<file path="config.mk">
export PLATFORM = sky130hd
export DESIGN_NAME = gated_timer
export DESIGN_NICKNAME = d
export VERILOG_FILES = /design/src/rtl/gated_timer_pkg.sv /design/src/rtl/gated_timer_event.sv /design/src/rtl/gated_timer_core.sv /design/src/rtl/gated_timer.sv
export SDC_FILE = /design/constraint.sdc
export NUM_CORES = 1
export LEC_CHECK = 0
export BUFFER_PORTS_ARGS = -buffer_cell sky130_fd_sc_hd__buf_2
export CAP_MARGIN = 5
export CORE_MARGIN = 8
export CORE_UTILIZATION = 51
export CTS_CLUSTER_SIZE = 10
export DETAILED_ROUTE_END_ITERATION = 16
export PLACE_DENSITY = 0.76
export SLEW_MARGIN = 20
export SYNTH_ARGS = -nofsm -noshare
export SYNTH_HDL_FRONTEND = slang
export SYNTH_SLANG_ARGS = --single-unit
export TNS_END_PERCENT = 30
</file>
<file path="constraint.sdc">
create_clock -name clk -period 1.8 [get_ports clk]
set_input_delay 0.18 -clock clk [delete_from_list [all_inputs] [get_ports clk]]
set_output_delay 0.18 -clock clk [all_outputs]
set_load 0.01 [all_outputs]
</file>
<file path="src/rtl/gated_timer_pkg.sv">
package gated_timer_pkg;
  localparam int BYTE_W = 8;
  localparam int PRE_W  = 5;
  localparam int ADDR_W = 2;

  typedef enum logic [1:0] {
    LAY_13    = 2'd0,
    LAY_16    = 2'd1,
    LAY_RELD  = 2'd2,
    LAY_SPLIT = 2'd3
  } layout_e;

  localparam logic [ADDR_W-1:0] ADR_MODE = 2'd0;
  localparam logic [ADDR_W-1:0] ADR_CTL  = 2'd1;
  localparam logic [ADDR_W-1:0] ADR_LO   = 2'd2;
  localparam logic [ADDR_W-1:0] ADR_HI   = 2'd3;
endpackage

</file>
<file path="src/rtl/gated_timer_event.sv">
module gated_timer_event (
  input  logic clk,
  input  logic rst_n,
  input  logic tick,
  input  logic cnt_pin,
  input  logic gate_pin,
  input  logic src_ext,
  input  logic gate_en,
  input  logic run,
  output logic adv,
  output logic adv_free
);
  logic pin_prev;

  always_ff @(posedge clk or negedge rst_n) begin
    if (!rst_n)    pin_prev <= 1'b0;
    else if (tick) pin_prev <= cnt_pin;
  end

  logic edge_seen;
  logic src_ok;
  logic gate_ok;

  always_comb begin
    edge_seen = pin_prev & ~cnt_pin;
    src_ok    = src_ext ? edge_seen : 1'b1;
    gate_ok   = ~gate_en | gate_pin;
    adv       = run & gate_ok & tick & src_ok;
    adv_free  = run & tick;
  end
endmodule

</file>
<file path="src/rtl/gated_timer_core.sv">
module gated_timer_core
  import gated_timer_pkg::*;
#(
  parameter int W  = BYTE_W,
  parameter int PW = PRE_W
) (
  input  layout_e      layout,
  input  logic [W-1:0] lo,
  input  logic [W-1:0] hi,
  input  logic         adv_lo,
  input  logic         adv_hi,
  output logic [W-1:0] lo_nx,
  output logic [W-1:0] hi_nx,
  output logic         roll_main,
  output logic         roll_split
);
  logic [PW:0] pre_sum;
  assign pre_sum = {1'b0, lo[PW-1:0]} + {{PW{1'b0}}, 1'b1};

  always_comb begin
    lo_nx      = lo;
    hi_nx      = hi;
    roll_main  = 1'b0;
    roll_split = 1'b0;
    case (layout)
      LAY_13: if (adv_lo) begin
        lo_nx[PW-1:0] = pre_sum[PW-1:0];
        if (pre_sum[PW]) begin
          hi_nx     = W'(hi + 1'b1);
          roll_main = &hi;
        end
      end
      LAY_16: if (adv_lo) begin
        lo_nx = W'(lo + 1'b1);
        if (&lo) begin
          hi_nx     = W'(hi + 1'b1);
          roll_main = &hi;
        end
      end
      LAY_RELD: if (adv_lo) begin
        if (&lo) begin
          lo_nx     = hi;
          roll_main = 1'b1;
        end else begin
          lo_nx = W'(lo + 1'b1);
        end
      end
      default: begin
        if (adv_lo) begin
          lo_nx     = W'(lo + 1'b1);
          roll_main = &lo;
        end
        if (adv_hi) begin
          hi_nx      = W'(hi + 1'b1);
          roll_split = &hi;
        end
      end
    endcase
  end
endmodule

</file>
<file path="src/rtl/gated_timer.sv">
module gated_timer
  import gated_timer_pkg::*;
(
  input  logic              clk,
  input  logic              rst_n,
  input  logic              tick,
  input  logic              cnt_pin,
  input  logic              gate_pin,
  input  logic              reg_we,
  input  logic [ADDR_W-1:0] reg_addr,
  input  logic [BYTE_W-1:0] reg_wdata,
  output logic [BYTE_W-1:0] reg_rdata,
  input  logic              irq_ack,
  output logic              ovf_flag,
  output logic              split_flag,
  output logic              irq
);
  layout_e           mode_q;
  logic              src_q, gate_q, run_q;
  logic              flag_m, flag_s;
  logic [BYTE_W-1:0] cnt_lo, cnt_hi;

  logic wr_mode, wr_ctl, wr_lo, wr_hi, wr_cnt;
  assign wr_mode = reg_we && (reg_addr == ADR_MODE);
  assign wr_ctl  = reg_we && (reg_addr == ADR_CTL);
  assign wr_lo   = reg_we && (reg_addr == ADR_LO);
  assign wr_hi   = reg_we && (reg_addr == ADR_HI);
  assign wr_cnt  = wr_lo | wr_hi;

  logic adv, adv_free;
  gated_timer_event u_evt (
    .clk      (clk),
    .rst_n    (rst_n),
    .tick     (tick),
    .cnt_pin  (cnt_pin),
    .gate_pin (gate_pin),
    .src_ext  (src_q),
    .gate_en  (gate_q),
    .run      (run_q),
    .adv      (adv),
    .adv_free (adv_free)
  );

  logic [BYTE_W-1:0] lo_nx, hi_nx;
  logic              roll_m, roll_s;
  gated_timer_core #(.W(BYTE_W), .PW(PRE_W)) u_core (
    .layout     (mode_q),
    .lo         (cnt_lo),
    .hi         (cnt_hi),
    .adv_lo     (adv & ~wr_cnt),
    .adv_hi     (adv_free & ~wr_cnt),
    .lo_nx      (lo_nx),
    .hi_nx      (hi_nx),
    .roll_main  (roll_m),
    .roll_split (roll_s)
  );

  always_ff @(posedge clk or negedge rst_n) begin
    if (!rst_n) begin
      mode_q <= LAY_13;
      src_q  <= 1'b0;
      gate_q <= 1'b0;
      run_q  <= 1'b0;
    end else begin
      if (wr_mode) begin
        mode_q <= layout_e'(reg_wdata[1:0]);
        src_q  <= reg_wdata[2];
        gate_q <= reg_wdata[3];
      end
      if (wr_ctl) run_q <= reg_wdata[0];
    end
  end

  always_ff @(posedge clk or negedge rst_n) begin
    if (!rst_n) begin
      cnt_lo <= '0;
      cnt_hi <= '0;
    end else if (wr_cnt) begin
      if (wr_lo) cnt_lo <= reg_wdata;
      if (wr_hi) cnt_hi <= reg_wdata;
    end else begin
      cnt_lo <= lo_nx;
      cnt_hi <= hi_nx;
    end
  end

  always_ff @(posedge clk or negedge rst_n) begin
    if (!rst_n) begin
      flag_m <= 1'b0;
      flag_s <= 1'b0;
    end else if (wr_ctl) begin
      flag_m <= reg_wdata[1];
      flag_s <= reg_wdata[2];
    end else begin
      if (roll_m)       flag_m <= 1'b1;
      else if (irq_ack) flag_m <= 1'b0;
      if (roll_s)       flag_s <= 1'b1;
      else if (irq_ack) flag_s <= 1'b0;
    end
  end

  always_comb begin
    reg_rdata = '0;
    case (reg_addr)
      ADR_MODE: reg_rdata[3:0] = {gate_q, src_q, mode_q};
      ADR_CTL:  reg_rdata[2:0] = {flag_s, flag_m, run_q};
      ADR_LO:   reg_rdata      = cnt_lo;
      default:  reg_rdata      = cnt_hi;
    endcase
  end

  assign ovf_flag   = flag_m;
  assign split_flag = flag_s;
  assign irq        = flag_m | flag_s;
endmodule

</file>
==> impl_metrics.csv, run 1 <==
group,metric,value,unit
critical_path,cp-endpoint,"cnt_hi[7]",
place,dp_cells,275,
critical_path,crit_family,"simple AND/OR/NAND/NOR gates",
final_layout,fin_util,64.9,%
critical_path,rr_endpoint,"cnt_hi[7]",
outcome,status,"finished with violations",
sta,period_minus_slack,1.82,ns
sta,fmax,0.548,GHz
yosys,async_reset_ff_share,100,%
sta,drv_slew,0,
routing,routed_wl,4560,um
place,placed_area,2080,um^2
global_route,met2_usage,25.6,%
cts,cts.sinks,24,
worst_hold_path,min_path_type,"input pin to flip-flop",
critical_path,cp-start-kind,"flip-flop",
sta,clock_skew,0.00289,ns
sta,final_hold_viol_count,0,
yosys,synthCells,189,
critical_path,arrival,2.04,ns
final_layout,layout-drive-gt1-share,36.3,%
sta,rsz0062_at_grt,"yes",
floorplanning,die_area,5630,um^2
critical_path,crit_chain,"ha_2, and4_4, nand2_4, a32o_2, nor2_8, mux2_4",
yosys,synthAdderAreaFrac,1.41,%
yosys,synth-simple-area-share,24.3,%
sta,fin_crit_sh,101,%
place,place_congestion,0.888,
global_route,grt_pass1_vias,1463,
critical_path,cp_data_required_time,2.02,ns
final_layout,final_cells,280,
routing,drt_pass1_iterations,4,
yosys,syn_nets,208,
global_route,grt_use_met3,2.80,%
routing,post-route-drc-count,0,
power,vdd_drop_max,693,uV
final_layout,finalInstanceArea,2170,um^2
final_layout,nets,255,
floorplanning,fp.dieH,75,um
cts,cts_tree,"yes",
critical_path,critPathSlowestCell,"dfrtp_1",
yosys,synth.yosys.seq_area_share,33.8,%
place,dp.final_hpwl,3550,um
cts,cts_root_buf,"clkbuf_4",
cts,cts_buffers,3,
yosys,avgSynthCellArea,9.39,um^2
critical_path,r2r_setup_slack,-0.02,ns
routing,wire_per_inst,16.3,um
global_route,top_usage_layer,"met2",
sta,max_slew.worst_pin.slew,0.559,ns
power,p_leak,1.00,nW
critical_path,crit_type,"flip-flop to flip-flop",
critical_path,rr_startpoint,"cnt_lo[1]",
floorplanning,rows,21,
yosys,syn_area,1780,um^2
outcome,violations,"setup timing",
final_layout,area_growth,22.1,%
cts,clk_latency,0.31,ns
place,io_buffers,27,
run,drv_cap,0,
final_layout,insertedDiodeCount,0,
global_route,grt_use_met1,23.8,%
yosys,ys_warn_count,0,
floorplanning,core-area,3340,um^2
power,p_per_area,1240,nW/um^2
yosys,synth_top_family_by_area,"simple AND/OR/NAND/NOR gates",
final_layout,fillers,303,
critical_path,path_buf_inv,0,
yosys,synth_edf_count,0,
floorplanning,die_width,75,um
yosys,ys_types,51,
sta,final-setup-viol-count,8,
critical_path,worstSetupPathDepth,6,
critical_path,critPathMaxFanout,8,
sta,fin_ws,-0.0245,ns
yosys,synth_compound_area_share,17.5,%
sta,max_slew_margin,62.8,%
routing,vias,1586,
cts,clock_path_buffers,2,
global_route,antenna_found_initial,0,
routing,final_antenna_net_count,0,
critical_path,reg2reg_depth,6,
global_route,gr-total-overflow,0,
cts,htreeDepth,1,
routing,first_iter_violations,154,
yosys,synth-main-ff-cell,"dfrtp_1",
floorplanning,start_util,53.2,%
global_route,grtUsageTotal,17.0,%
global_route,grt_max_degree,25,
critical_path,slowest_delay,0.41,ns
global_route,grt_pass1_wl,7340,um
yosys,ys_ff_latch,24,
yosys,synthXorXnorAreaFrac,3.45,%
critical_path,critPathLaunch,"cnt_lo[1]",
critical_path,cp-end-kind,"flip-flop",
routing,vias_per_cell,5.66,
cts,clkTransAtPathRegs,0.13,ns
floorplanning,ios,28,
yosys,synthMuxAreaShare,16.1,%
flip-flops by register name, indices dropped and copies added (netlist names):
register	flops
split_flag	1
gate_q	1
run_q	1
mode_q	2
cnt_lo	8
cnt_hi	8
src_q	1
ovf_flag	1
u_evt.pin_prev	1
stage by stage:
step / hold WS [ns] / power, W / TNS (ns) / worst slack, ns
5_1_grt: 0.105 / 0.00287 / -0.567 / -0.0748
6_report: 0.102 / 0.00269 / -0.126 / -0.0245
2_1_floorplan: -0.116 / 0.00180 / 0 / 0.0293
3_3_place_gp: 0.192 / 0.00227 / 0 / 0.0303
4_1_cts: 0.101 / 0.00256 / -0.00127 / -0.00127
3_5_place_dp: 0.197 / 0.00231 / -0.0376 / -0.0241
cells in the mapped netlist (3+ instances only):
cell type,count,area share [%]
nor2_1,20,4.2
buf_2,3,0.85
dfrtp_1,24,34
mux2_2,7,4.4
a211oi_1,4,1.7
nand2_1,26,5.5
mux4_2,3,3.8
a21oi_1,5,1.4
o21ai_1,3,0.85
xnor2_1,6,3.0
and3_1,8,2.8
a31oi_1,5,1.8
clkbuf_1,3,0.63
mux2_1,8,5.1
o21ai_0,5,1.4
nor2b_1,4,1.4
nand3_1,7,2.0
mux2i_1,5,2.8
nand2b_1,3,1.1
layout by cell type, fill, tap and decap left out, drive strengths merged, types with 2 or more instances in the layout:
cell type | netlist | routed
or2 | 2 | 2
mux2 | 15 | 15
nand2 | 27 | 27
nor2 | 21 | 21
o211ai | 2 | 2
xnor2 | 6 | 6
a21oi | 6 | 6
inv | 2 | 2
nor3 | 2 | 2
dfrtp | 24 | 24
o21ai | 8 | 8
ha | 2 | 2
mux4 | 3 | 3
o22a | 2 | 2
buf | 6 | 50
a31oi | 5 | 5
and3 | 8 | 8
nor2b | 5 | 5
mux2i | 5 | 5
clkbuf | 3 | 3
nand2b | 4 | 4
nand3 | 7 | 7
a22o | 2 | 2
a211oi | 4 | 4
nor3b | 2 | 2
worst min-delay path by stage:
stage / start / to / slack, ns / cells past startpoint
detailed placement: rst_n / cnt_lo[4] / 0.20 / 1
CTS: cnt_pin / u_evt.pin_prev / 0.10 / 2
global route: cnt_pin / u_evt.pin_prev / 0.10 / 2
global placement: rst_n / cnt_lo[4] / 0.19 / 1
finish: cnt_pin / u_evt.pin_prev / 0.10 / 2
floorplan: rst_n / cnt_hi[0] / -0.12 / 0
where the power goes:
group / switching (W) / internal [W] / total (W)
clock: 0.000166 / 0.0000783 / 0.000244
sequential: 0.000248 / 0.000738 / 0.000986
combinational: 0.000643 / 0.000812 / 0.00145
logic make-up after synthesis:
group,Yosys count
buffers and inverters,11
XOR/XNOR,7
adder cells (fa/ha/maj),2
multiplexers,23
AO/OA/AOI/OAI,39
AND/OR/NAND/NOR,83
flip-flops,24
per-layer routing:
| layer | wire [um] | vias up | part of all wire (%) |
|---|---|---|---|
| li1 | - | 774 | - |
| met1 | 2080 | 758 | 46 |
| met2 | 2160 | 43 | 47 |
| met3 | 233 | 11 | 5.1 |
| met4 | 82 | 0 | 1.8 |
| met5 | 0 | - | 0 |
repair_timing:
action,4_1_cts,5_1_grt
setup endpoints to repair,7,12
buffers inserted,1,0
endpoints found under the hold margin,24,0
gates resized for setup,1,11
pin swaps,1,4
hold buffers,1,0
final cells by class:
type                            instances  area (um^2)  share of cell area (%)
Sequential cell                        24          602                    27.8
Inverter                                2         7.51                   0.346
Timing Repair Buffer                   51          324                    15.0
Multi-Input combinational cell        154         1150                    53.2
Clock buffer                            3         22.5                    1.04
Tap cell                               46         57.6                    2.66
No activity file was read; power rests on OpenSTA's default activity.
==> run 2, diff against run 1 <==
Settings changed: MAX_ROUTING_LAYER from default to met4.
==> run 2 against run 1 <==
Net effect:
- core utilization rose by 0.41 points
- critical path depth did not move
- the run still ends with setup timing left
- register-to-register slack barely moved
- global-route usage rose by 0.65 points
- flip-flop and latch count did not move
- highest routed layer unchanged
- critical endpoint is now cnt_hi[6]
- first-iteration DRC count rose by 26%
- sequential share of layout area fell by 0.18 points
- worst setup slack improved by 0.0020 ns
- routed wire length barely moved
- maximum frequency rose by 0.11%
- clock skew rose by 0.0032 ns
==> impl_metrics.csv, run 2 (synthesized netlist as in run 1, its figures left out) <==
group,metric,value,unit
power,swShare,38.8,%
floorplanning,rows,21,
critical_path,crit_type,"flip-flop to flip-flop",
power,vdd_drop_max,631,uV
routing,drt_pass1_iterations,4,
sta,max_slew_margin,63.4,%
floorplanning,ios,28,
floorplanning,start_util,53.2,%
cts,cts.sinks,24,
critical_path,cp_data_required_time,2.03,ns
cts,clkTransAtPathRegs,0.14,ns
critical_path,reg2reg_depth,6,
critical_path,rr_endpoint,"cnt_hi[6]",
critical_path,cp-end-kind,"flip-flop",
final_layout,reg_top3,"cnt_hi: 8 flops, cnt_lo: 8 flops, mode_q: 2 flops",
outcome,violations,"setup timing",
floorplanning,die_width,75,um
final_layout,layout-drive-gt1-share,36.8,%
final_layout,finalInstanceArea,2180,um^2
sta,clock_skew,0.00607,ns
routing,post-route-drc-count,0,
routing,wire_per_inst,16.3,um
routing,routed_wl,4560,um
power,comb_power_share,52.9,%
place,io_buffers,27,
final_layout,area_growth,22.8,%
cts,cts_tree,"yes",
cts,cts_root_buf,"clkbuf_4",
sta,fin_ws,-0.0225,ns
final_layout,mostFrequentLayoutCells,"nand2_1, buf_2, dfrtp_1",
global_route,grt_max_degree,25,
sta,max_slew.worst_pin.slew,0.549,ns
floorplanning,die_area,5630,um^2
sta,fmax,0.549,GHz
cts,cts_buffers,3,
cts,htreeDepth,1,
final_layout,insertedDiodeCount,0,
worst_hold_path,holdPathEnd,"u_evt.pin_prev",
power,p_per_area,1260,nW/um^2
place,place_congestion,0.881,
power,p_switching,0.00107,W
sta,period_minus_slack,1.82,ns
cts,clock_path_buffers,2,
power,power_frac_clock,11.0,%
final_layout,nets,254,
sta,fin_crit_sh,101,%
critical_path,critPathMaxFanout,8,
critical_path,cp-start-kind,"flip-flop",
routing,vias_per_cell,5.68,
global_route,gr-total-overflow,0,
worst_hold_path,hp-start,"cnt_pin",
sta,drv_slew,0,
outcome,status,"finished with violations",
routing,final_antenna_net_count,0,
run,drv_cap,0,
place,dp.final_hpwl,3540,um
power,p_seq_share,36.1,%
floorplanning,core-area,3340,um^2
place,placed_area,2060,um^2
critical_path,arrival,2.05,ns
routing,first_iter_violations,194,
cts,clk_latency,0.33,ns
worst_hold_path,min_path_type,"input pin to flip-flop",
floorplanning,fp.dieH,75,um
global_route,grtUsageTotal,17.6,%
global_route,antenna_found_initial,0,
routing,vias,1591,
global_route,grt_pass1_vias,1545,
worst_hold_path,hold_depth,2,
sta,final-setup-viol-count,8,
sta,rsz0062_at_grt,"yes",
global_route,grt_pass1_wl,7460,um
power,p_leak,1.01,nW
power,power.internal,0.00168,W
final_layout,fin_util,65.4,%
critical_path,rr_startpoint,"cnt_lo[1]",
critical_path,r2r_setup_slack,-0.02,ns
sta,final_hold_viol_count,0,
## run 2: changes by cell type in the layout (fill, tap and decap cells not counted), sizes merged
cell,before,now
buf,50,49
clkbuf,3,4
## run 2: stage by stage
stage	cells	hold slack, ns	total power [W]	setup TNS [ns]	worst slack (ns)
global route	280	0.0913	0.00294	-0.461	-0.0633
global placement	272	0.198	0.00224	0	0.0257
detailed placement	272	0.199	0.00227	-0.00366	-0.00366
CTS	277	0.0986	0.00257	-0.00181	-0.00181
floorplan	189	-0.116	0.00180	0	0.0293
finish	280	0.0946	0.00275	-0.142	-0.0225
## run 2: timing repair
| item | 4_1_cts | 5_1_grt |
|---|---|---|
| hold buffers | 1 | 0 |
| setup buffers | 0 | 3 |
| pin swaps | 1 | 3 |
| resized for setup | 0 | 14 |
| hold endpoints to repair | 24 | 0 |
| setup endpoints to repair | 7 | 13 |
## run 2: worst max path at each step
stage                    from         to  cells past startpoint
CTS                 cnt_lo[0]  cnt_hi[1]                      6
global placement       gate_q  cnt_hi[1]                      5
floorplan           cnt_lo[0]  cnt_hi[1]                      6
finish              cnt_lo[1]  cnt_hi[6]                      6
global route        cnt_lo[1]  cnt_hi[1]                      6
detailed placement  cnt_lo[0]  cnt_hi[1]                      6
## run 2: critical path, stage by stage, from the launching register on
cell and delay [ns]:
dfrtp_1 0.41, ha_2 0.19, and4_4 0.27, nand2_4 0.05
a32o_2 0.26, nor2_8 0.21, mux2_4 0.32
## run 2: power groups by stage
stage	clock network, W	registers [W]	logic [W]
2_1_floorplan	0	0.000947	0.000850
3_3_place_gp	0	0.000975	0.00126
3_5_place_dp	0	0.000984	0.00128
4_1_cts	0.000308	0.000972	0.00129
5_1_grt	0.000326	0.00102	0.00159
6_report	0.000302	0.000994	0.00145
## run 2: routing by layer
metal | track usage (%) | up-vias | routed length (um)
li1 | - | 778 | -
met1 | 24.2 | 773 | 2140
met2 | 25.4 | 32 | 2100
met3 | 3.20 | 8 | 235
met4 | 5.43 | 0 | 74
met5 | - | - | 0
## run 2: area by class of cell
cell class | instances | area [um^2]
clock buffers | 4 | 36.3
fillers | 294 | 1160
inverters | 2 | 7.51
multi-input cells | 154 | 1160
flip-flops and latches | 24 | 602
well taps | 46 | 57.6
repair buffers | 50 | 320
